## src/rtl/nvwb_pkg.sv

```systemverilog
package nvwb_pkg;
   // How a running array write reacts when a read takes the array
   typedef enum logic {
      PREEMPT_PAUSE  = 1'b0,
      PREEMPT_CANCEL = 1'b1
   } preempt_e;
endpackage

```

## src/rtl/nvwb_store.sv

```systemverilog
// Line-addressed entry store: circular age order plus address match
module nvwb_store #(
   parameter int AW    = 8,
   parameter int DW    = 16,
   parameter int DEPTH = 8,
   localparam int PW   = $clog2(DEPTH),
   localparam int CW   = $clog2(DEPTH + 1)
) (
   input  logic          clk,
   input  logic          rst_n,
   input  logic [AW-1:0] look_addr,
   input  logic          put,
   input  logic [DW-1:0] put_data,
   input  logic          take,
   output logic          hit,
   output logic [DW-1:0] hit_data,
   output logic          head_hit,
   output logic          full,
   output logic          empty,
   output logic [AW-1:0] head_addr,
   output logic [DW-1:0] head_data,
   output logic [CW-1:0] occ
);
   logic [AW-1:0]    addr_q [DEPTH];
   logic [DW-1:0]    data_q [DEPTH];
   logic [DEPTH-1:0] valid_q;
   logic [DEPTH-1:0] match;
   logic [PW-1:0]    head_q, tail_q, hit_idx;
   logic [CW-1:0]    occ_q;
   logic             alloc;

   for (genvar i = 0; i < DEPTH; i++) begin : g_cmp
      assign match[i] = valid_q[i] && (addr_q[i] == look_addr);
   end

   always_comb begin
      hit_idx = '0;
      for (int i = DEPTH - 1; i >= 0; i--) begin
         if (match[i]) hit_idx = PW'(i);
      end
   end

   assign hit       = |match;
   assign hit_data  = data_q[hit_idx];
   assign head_hit  = match[head_q];
   assign head_addr = addr_q[head_q];
   assign head_data = data_q[head_q];
   assign alloc     = put && !hit;
   assign occ       = occ_q;
   assign full      = (occ_q == CW'(DEPTH));
   assign empty     = (occ_q == '0);

   always_ff @(posedge clk) begin
      if (!rst_n) begin
         valid_q <= '0;
         head_q  <= '0;
         tail_q  <= '0;
         occ_q   <= '0;
      end else begin
         if (alloc) begin
            valid_q[tail_q] <= 1'b1;
            tail_q          <= tail_q + PW'(1);
         end
         if (take) begin
            valid_q[head_q] <= 1'b0;
            head_q          <= head_q + PW'(1);
         end
         occ_q <= occ_q + CW'(alloc) - CW'(take);
      end
   end

   always_ff @(posedge clk) begin
      if (put) begin
         if (hit) begin
            data_q[hit_idx] <= put_data;
         end else begin
            addr_q[tail_q] <= look_addr;
            data_q[tail_q] <= put_data;
         end
      end
   end
endmodule

```

## src/rtl/nvwb_engine.sv

```systemverilog
// Multi-cycle array write sequencer with read preemption
module nvwb_engine
   import nvwb_pkg::*;
#(
   parameter int       DW      = 16,
   parameter int       WR_LAT  = 10,
   parameter preempt_e PREEMPT = PREEMPT_PAUSE,
   localparam int      LW      = $clog2(WR_LAT + 1)
) (
   input  logic          clk,
   input  logic          rst_n,
   input  logic          pending,
   input  logic          rd_take,
   input  logic          head_touch,
   input  logic [DW-1:0] head_data,
   output logic          we,
   output logic          last,
   output logic          pop,
   output logic [DW-1:0] wdata,
   output logic          busy
);
   logic          act_q, rew_q, drop;
   logic [LW-1:0] rem_q;
   logic [DW-1:0] dat_q;

   if (PREEMPT == PREEMPT_CANCEL) begin : g_cancel
      assign drop = rd_take && act_q;
   end else begin : g_pause
      assign drop = 1'b0;
   end

   assign we    = pending && !rd_take;
   assign last  = we && (rem_q == LW'(1));
   assign pop   = last && !rew_q && !head_touch;
   assign wdata = act_q ? dat_q : head_data;
   assign busy  = act_q;

   always_ff @(posedge clk) begin
      if (!rst_n) begin
         act_q <= 1'b0;
         rew_q <= 1'b0;
         rem_q <= LW'(WR_LAT);
         dat_q <= '0;
      end else if (we) begin
         if (!act_q) dat_q <= head_data;
         if (last) begin
            act_q <= 1'b0;
            rew_q <= 1'b0;
            rem_q <= LW'(WR_LAT);
         end else begin
            act_q <= 1'b1;
            rem_q <= rem_q - LW'(1);
            if (head_touch) rew_q <= 1'b1;
         end
      end else if (drop) begin
         act_q <= 1'b0;
         rew_q <= 1'b0;
         rem_q <= LW'(WR_LAT);
      end
   end
endmodule

```

## src/rtl/nvwb_resp.sv

```systemverilog
// Read response stage: forwarded buffer data or array data
module nvwb_resp #(
   parameter int DW = 16
) (
   input  logic          clk,
   input  logic          rst_n,
   input  logic          rd_fire,
   input  logic          rd_hit,
   input  logic [DW-1:0] fwd_data,
   input  logic [DW-1:0] arr_rdata,
   output logic          rsp_valid,
   output logic [DW-1:0] rsp_data
);
   logic          vld_q, hit_q;
   logic [DW-1:0] fwd_q;

   always_ff @(posedge clk) begin
      if (!rst_n) begin
         vld_q <= 1'b0;
         hit_q <= 1'b0;
         fwd_q <= '0;
      end else begin
         vld_q <= rd_fire;
         hit_q <= rd_fire && rd_hit;
         if (rd_fire && rd_hit) fwd_q <= fwd_data;
      end
   end

   assign rsp_valid = vld_q;
   assign rsp_data  = hit_q ? fwd_q : arr_rdata;
endmodule

```

## src/rtl/nvm_wr_buffer.sv

```systemverilog
module nvm_wr_buffer
   import nvwb_pkg::*;
#(
   parameter int       AW      = 8,
   parameter int       DW      = 16,
   parameter int       DEPTH   = 8,
   parameter int       WR_LAT  = 10,
   parameter preempt_e PREEMPT = PREEMPT_PAUSE,
   localparam int      CW      = $clog2(DEPTH + 1)
) (
   input  logic          clk,
   input  logic          rst_n,
   input  logic          req_valid,
   input  logic          req_write,
   input  logic [AW-1:0] req_addr,
   input  logic [DW-1:0] req_wdata,
   output logic          req_ready,
   output logic          rsp_valid,
   output logic [DW-1:0] rsp_data,
   output logic          arr_re,
   output logic          arr_we,
   output logic          arr_wlast,
   output logic [AW-1:0] arr_addr,
   output logic [DW-1:0] arr_wdata,
   input  logic [DW-1:0] arr_rdata,
   output logic          arr_wbusy
);
   if (DEPTH < 2 || (DEPTH & (DEPTH - 1)) != 0) begin : g_bad_depth
      $error("nvm_wr_buffer: DEPTH must be a power of two of at least 2");
   end
   if (WR_LAT < 2) begin : g_bad_lat
      $error("nvm_wr_buffer: WR_LAT must be at least 2");
   end
   if (AW < 1 || DW < 1) begin : g_bad_width
      $error("nvm_wr_buffer: AW and DW must be positive");
   end

   logic          hit, head_hit, full, empty;
   logic [DW-1:0] hit_data, head_data;
   logic [AW-1:0] head_addr;
   logic [CW-1:0] occ;
   logic          acc, put, rd_fire, rd_miss, head_touch, pop;

   assign req_ready  = !full || hit;
   assign acc        = req_valid && req_ready;
   assign put        = acc && req_write;
   assign rd_fire    = acc && !req_write;
   assign rd_miss    = rd_fire && !hit;
   assign head_touch = put && head_hit;

   nvwb_store #(.AW(AW), .DW(DW), .DEPTH(DEPTH)) u_store (
      .clk       (clk),
      .rst_n     (rst_n),
      .look_addr (req_addr),
      .put       (put),
      .put_data  (req_wdata),
      .take      (pop),
      .hit       (hit),
      .hit_data  (hit_data),
      .head_hit  (head_hit),
      .full      (full),
      .empty     (empty),
      .head_addr (head_addr),
      .head_data (head_data),
      .occ       (occ)
   );

   nvwb_engine #(.DW(DW), .WR_LAT(WR_LAT), .PREEMPT(PREEMPT)) u_engine (
      .clk        (clk),
      .rst_n      (rst_n),
      .pending    (!empty),
      .rd_take    (rd_miss),
      .head_touch (head_touch),
      .head_data  (head_data),
      .we         (arr_we),
      .last       (arr_wlast),
      .pop        (pop),
      .wdata      (arr_wdata),
      .busy       (arr_wbusy)
   );

   nvwb_resp #(.DW(DW)) u_resp (
      .clk       (clk),
      .rst_n     (rst_n),
      .rd_fire   (rd_fire),
      .rd_hit    (hit),
      .fwd_data  (hit_data),
      .arr_rdata (arr_rdata),
      .rsp_valid (rsp_valid),
      .rsp_data  (rsp_data)
   );

   assign arr_re   = rd_miss;
   assign arr_addr = rd_miss ? req_addr : head_addr;
endmodule

```

## config.mk

```make
export PLATFORM = sky130hd
export DESIGN_NAME = nvm_wr_buffer
export DESIGN_NICKNAME = d
export VERILOG_FILES = /design/src/rtl/nvwb_pkg.sv /design/src/rtl/nvwb_store.sv /design/src/rtl/nvwb_engine.sv /design/src/rtl/nvwb_resp.sv /design/src/rtl/nvm_wr_buffer.sv
export SDC_FILE = /design/constraint.sdc
export NUM_CORES = 1
export LEC_CHECK = 0
export ABC_CLOCK_PERIOD_IN_PS = 6300
export BUFFER_PORTS_ARGS = -buffer_cell sky130_fd_sc_hd__buf_4
export CAP_MARGIN = 20
export CORE_ASPECT_RATIO = 1.2
export CORE_MARGIN = 10
export CORE_UTILIZATION = 45
export DETAILED_ROUTE_END_ITERATION = 6
export MAX_ROUTING_LAYER = met4
export PLACE_DENSITY = 0.73
export SLEW_MARGIN = 20
export SYNTH_ARGS = -nofsm -noshare
export SYNTH_HDL_FRONTEND = slang
export SYNTH_SLANG_ARGS = --single-unit
export TNS_END_PERCENT = 20
```

## constraint.sdc

```tcl
create_clock -name clk -period 6.3 [get_ports clk]
set_input_delay 1.26 -clock clk [delete_from_list [all_inputs] [get_ports clk]]
set_output_delay 1.26 -clock clk [all_outputs]
set_load 0.1 [all_outputs]
```

---- Yosys cells after proc, flatten, opt, wreduce, memory -nomap -nowiden ----
Memories as Yosys holds them, arrays and structs flattened. A register that Yosys moved wholly into a read port is not among the register bits.
Index checks and enable logic that the tools add are counted.
storage, ports and cells
  output and inout port bits .............. 46
  logic and storage cells ................. 106
  flip-flop bits (word level) ............. 42
  memories ................................ 2
  RAM bits ................................ 192
  bits of input ports ..................... 44
cells by class
  magnitude comparators ................... 4
  reductions and logical operators ........ 35
  bitwise gates (word level) .............. 3
  add/sub/neg operators ................... 5
  multiplexer cells ....................... 37
  eq/ne operators ......................... 10
memory list
  memory          words  bits a word  rd ports  clocked after memory_dff  write ports  RTL line          source
  u_store.data_q  8      16           2         2                         1            nvwb_store.sv:25  logic [DW-1:0] data_q [DEPTH];
  u_store.addr_q  8      8            9         1                         1            nvwb_store.sv:24  logic [AW-1:0] addr_q [DEPTH];
operators with widths
  cell                                                  number
  == test 8 bit                                         8
  two-way mux 16 bit                                    3
  two-way mux 3 bit                                     13
  two-way mux 8 bit                                     4
  logical AND 1 bit                                     21
  OR reduction 16 bit                                   1
  two-way mux 1 bit                                     13
  AND 8 bit                                             1
  logical NOT 1 bit                                     8
  < comparator 3 x 4 -> 1 bit (second input constant)   2
  inverter 8 bit                                        1
  bitwise OR 8 bit                                      1
  OR reduction 8 bit                                    1
  adder 3 x 1 -> 3 bit (second input constant)          2
  demux 1 bit (select 3 bit)                            2
  >= comparator 3 x 1 -> 1 bit (second input constant)  2
  adder 4 x 1 -> 4 bit                                  1
  == test 4 x 1 -> 1 bit (second input constant)        1
  == test 4 bit (second input constant)                 1
  logical NOT 4 bit                                     1
  two-way mux 4 bit                                     1
  subtractor 4 x 1 -> 4 bit                             1
  subtractor 4 x 1 -> 4 bit (second input constant)     1
  binary-select mux 1 bit (select 3 bit)                1
  3 further kinds                                       3

---- Longest topological paths before layout ----
An unclocked memory read counts as a cell.
  depth after elaboration ................. 15
  gate-level depth with buffers ........... 15
  gate-level depth less buffers ........... 14

---- By module ----
Synthesis repeated with hierarchy kept, for this count alone.
second synthesis, totals
  cell total of the unflattened synthesis .. 887
  area, all modules ....................... 12796.0 µm²
by module, submodules not included
  module         seq. area each (µm²)  cells an instance  instances  area an instance (µm²)
  nvwb_store     6185.9                657                1          10447.5
  nvwb_engine    440.4                 120                1          1232.4
  nvwb_resp      360.3                 96                 1          968.4
  nvm_wr_buffer  0.0                   14                 1          147.6

---- Worst setup path before layout ----
OpenSTA, ideal clock, no wires.
  path kind ............................... input -> output
  from .................................... in req_addr[3]
  to ...................................... out arr_addr[6]
  slack ................................... -0.491 ns
  data required time ...................... 5.040 ns
  arrival time ............................ 5.531 ns
  stages on the path ...................... 10
  buffers on the path ..................... 3
  cell sequence ........................... buf_6 xnor2_1 nand4_1 or3_4 nand4_4 buf_6 nand4b_2 nor2_1 clkbuf_1 o21ai_0
between the ends
  longest elaborated chain between the ends .. 8
  elaborated cells on any way between the ends .. 23
  classes of those cells .................. 8 x eq/ne; 1 x mux; 14 x reduce/logical
RTL lines
  item                    RTL line             source
  from (decl)             nvm_wr_buffer.sv:15  input logic [AW-1:0] req_addr,
  == test 8 bit           nvwb_store.sv:33     assign match[i] = valid_q[i] && (addr_q[i] == look_addr);
  logical AND 1 bit       nvwb_store.sv:33
  OR reduction 8 bit (*)  nvwb_store.sv:43     assign hit = |match;
  logical OR 1 bit        nvm_wr_buffer.sv:44  assign req_ready = !full || hit;
  logical AND 1 bit       nvm_wr_buffer.sv:45  assign acc = req_valid && req_ready;
  logical AND 1 bit       nvm_wr_buffer.sv:47  assign rd_fire = acc && !req_write;
  logical AND 1 bit (*)   nvm_wr_buffer.sv:48  assign rd_miss = rd_fire && !hit;
  net arr_re              nvm_wr_buffer.sv:20  output logic arr_re,
  two-way mux 8 bit (*)   nvm_wr_buffer.sv:94  assign arr_addr = rd_miss ? req_addr : head_addr;
  to (decl)               nvm_wr_buffer.sv:23  output logic [AW-1:0] arr_addr,
The timed path passes the listed nets; every way through them passes the cells marked *.

---- Final worst setup path ----
  from .................................... in req_addr[4]
  to ...................................... out arr_addr[2]
between the ends
  longest elaborated chain between the ends .. 8
  elaborated cells on any way between the ends .. 23
  classes of those cells .................. 8 x eq/ne; 1 x mux; 14 x reduce/logical
RTL lines
  item                    RTL line
  == test 8 bit           nvwb_store.sv:33
  logical AND 1 bit       nvwb_store.sv:33
  OR reduction 8 bit (*)  nvwb_store.sv:43
  logical OR 1 bit        nvm_wr_buffer.sv:44
  logical AND 1 bit       nvm_wr_buffer.sv:45
  logical AND 1 bit       nvm_wr_buffer.sv:47
  logical AND 1 bit (*)   nvm_wr_buffer.sv:48
  two-way mux 8 bit (*)   nvm_wr_buffer.sv:94
Mark *: on every way between the ends. The rest lies on a longest branch, timed or not.

==> impl_metrics.toml <==
[routing]
top_layer = "met4"
wl_met2_um = 17300
wl_per_cell_um = 25.2
drc = 0
ant_nets = 0
wl_um = 34600
via_per_inst = 6.18
wl_met3_um = 2570
via_count = 8509
drt_iter0_markers = 903
wl_met1_um = 13100
firstDrtPassIters = 5

[floorplan]
row_count = 66
die_y_um = 201
dieWidth_um = 171
fp.dieArea_um2 = 34500
initial_core_util_pct = 45.6
ios = 90
core_um2 = 27100

[timing]
relSlewSlack_pct = 24.8
rsz0062_at_grt = "no"
setup_ws_ns = 1.13
max_freq_ghz = 0.193
tightest_slew_ns = 1.13
slew_violations = 0
finalSetupViolCount = 0
post-route-period-util_pct = 82.1
period_needed_ns = 5.17
fin_tns_setup_ns = 0
skew_ns = 0.0207
final_hold_viol_count = 0

[worst_setup_path]
slowest_stage = "or3_4"
critPathTopFamily = "simple AND/OR/NAND/NOR gates"
critPathLaunchType = "input pin"
arrival_ns = 3.91
crit_fanout = 20
crit_chain = "buf_4 > xnor2_1 > nand4_1 > or3_4 > nand4_4 > nand4b_2 > nor2_1 > buf_4 > o21ai_0 > buf_4"
worstSetupPathType = "input pin to primary output"
crit_path_frequent_cell = "buf_4"
cp_slowest_stage_delay_ns = 0.44
cp-end-kind = "primary output"
cp_data_required_time_ns = 5.04
cp.buffers_inverters = 3

[grt]
grt_max_degree = 60
grt.overflow.total = 0
grt_pass1_wl_um = 52100
antenna_found_initial = 0
grt_usage_pct = 20.2
grt_pass1_vias = 8669

[yosys]
synthFlopType = "edfxtp_1"
yosysUniqueCellTypes = 63
synth_cells = 934
syn-num-nets = 989
synth_edf_count = 192
yosysSeqAreaShare_pct = 56.6
async_flop_share_pct = 0
yosys_warnings = 0
syn_avg_cell_area_um2 = 13.2
ys_ff_latch = 253
synth.cell_area_um2 = 12300

[power_and_ir_drop]
vdd_ir_drop_max_v = 0.000214
powerDensity_nw_per_um2 = 307
leakagePower_nw = 4.61

[placement]
post-dp-hpwl_um = 22500
dp_worst_setup_slack_ns = 1.16
place_area_um2 = 13300
gp_congestion = 0.975
portBuffers = 89

[clocking]
root_buffer = "clkbuf_16"
h-tree-depth = 1
cts_sinks = 253
cts_tree = "done"
cts_buffer_depth = 3
cts_buffers = 27
ctsResizeCount = 0
holdBufCountCts = 0
clk_latency_ns = 0.55
clkTransAtPathRegs_ns = 0.06
postCtsSetupBuffers = 0

[final_layout]
fillers = 2303
fin_util_pct = 52.4
drive_above_1_share_pct = 26.2
antenna_cells = 0
syn_to_final_growth_pct = 14.9
layout.nets = 1070
final_area_um2 = 14200

[flow_run]
cap_violations = 0

[status]
status = "complete, no violations"

[worst_hold_path]
hp-class = "flip-flop to flip-flop"
[per-stage QoR]
stage	total power, mW	hold slack, ns	instances
after floorplan	2.64	0.431	934
after global placement	2.87	0.444	1325
after detailed placement	2.88	0.451	1325
after CTS	4.37	0.459	1375
after global routing	4.49	0.488	1376
final	4.35	0.467	1376
[report_power, final]
part	internal, mW	switching [mW]
Clock	0.836	0.663
Combinational	0.223	0.698
Sequential	1.87	0.0649
Total	2.93	1.43
[layout make-up]
cell class / instances / area (um^2) / area share [%]
multi-input cells: 603 / 4990 / 35.2
well taps: 340 / 425 / 3.00
inverters: 15 / 56.3 / 0.397
clock inverters: 18 / 136 / 0.962
clock buffers: 32 / 694 / 4.90
flip-flops and latches: 253 / 6990 / 49.3
repair buffers: 115 / 883 / 6.23
[cells in the final DEF, fill, tap and decap left out, drive strengths merged, types with 3 or more instances in the layout]
master,count
edfxtp,192
buf,115
nand2,92
xnor2,68
dfxtp,61
mux4,48
o21ai,46
nor2,32
clkbuf,32
mux2i,25
or3,23
a211oi,22
a21oi,20
nand3,20
a21boi,19
inv,19
o221ai,18
and3,17
mux2,16
o32a,16
nand4,15
o22ai,14
nor3,13
and2,12
nor4,12
ha,10
clkinv,10
o221a,8
nand2b,6
o41ai,3
o21a,3
clkinvlp,3
a31oi,3
[registers in the layout (all words and copies together) (netlist names), 4 cells and up, named ones only]
signal           cells
u_engine.dat_q      16
u_engine.rem_q       4
u_resp.fwd_q        16
u_store.addr_q      64
u_store.data_q     128
u_store.occ          4
u_store.valid_q      8
[tightest hold or removal path, stage by stage, from the launching register on]
cell and delay [ns]:
dfxtp_1 0.30, inv_1 0.06, a21oi_1 0.06
[cells in the mapped netlist (10+ instances only)]
cell type	count	area share, %
edfxtp_1	192	47
nor2_1	31	0.94
or3_1	21	1.1
buf_6	13	1.2
and3_1	17	0.86
mux2i_1	25	2.0
inv_1	15	0.46
and2_1	10	0.51
a21boi_0	18	1.1
nand3_1	18	0.73
nor3_1	12	0.49
o21ai_0	45	1.8
a21oi_1	20	0.81
ha_1	10	1.0
xnor2_1	68	4.8
mux2_2	16	1.5
nor4_1	12	0.61
a211oi_1	14	0.85
o22ai_1	14	0.71
nand2_1	91	2.8
nand4_1	14	0.71
o32a_1	16	1.3
clkbuf_1	27	0.82
o221ai_1	18	1.3
buf_2	15	0.61
dfxtp_1	61	9.9
mux4_2	48	8.8
[routing by layer]
layer / vias up / GRT usage [%]
met5: - / -
met4: 0 / 9.77
met3: 104 / 3.51
met2: 434 / 33.3
met1: 4187 / 23.5
li1: 3784 / -
[worst paths after layout]
check	startpoint	end	slack [ns]	depth (start not counted)
min	u_engine.rew_q$_SDFFE_PN0P_	u_engine.rew_q$_SDFFE_PN0P_	0.47	2
min reg2reg	u_engine.rew_q$_SDFFE_PN0P_	u_engine.rew_q$_SDFFE_PN0P_	0.47	2
max reg2reg	u_store.addr_q[3][1]$_DFFE_PP_	u_store.occ[2]$_SDFF_PN0_	2.57	14
max	req_addr[4]	arr_addr[2]	1.13	10
[cells by family after synthesis]
family	after synthesis	synth area share, %
xor gates and xnor gates	69	4.90
buffers and inverters	78	3.41
DFF	253	56.6
muxes	89	12.2
AOI/OAI and AO/OA	184	11.2
adders and majority gates	11	1.18
and+or+nand+nor	250	10.5
Note: power is estimated with default switching activity, not from simulation.
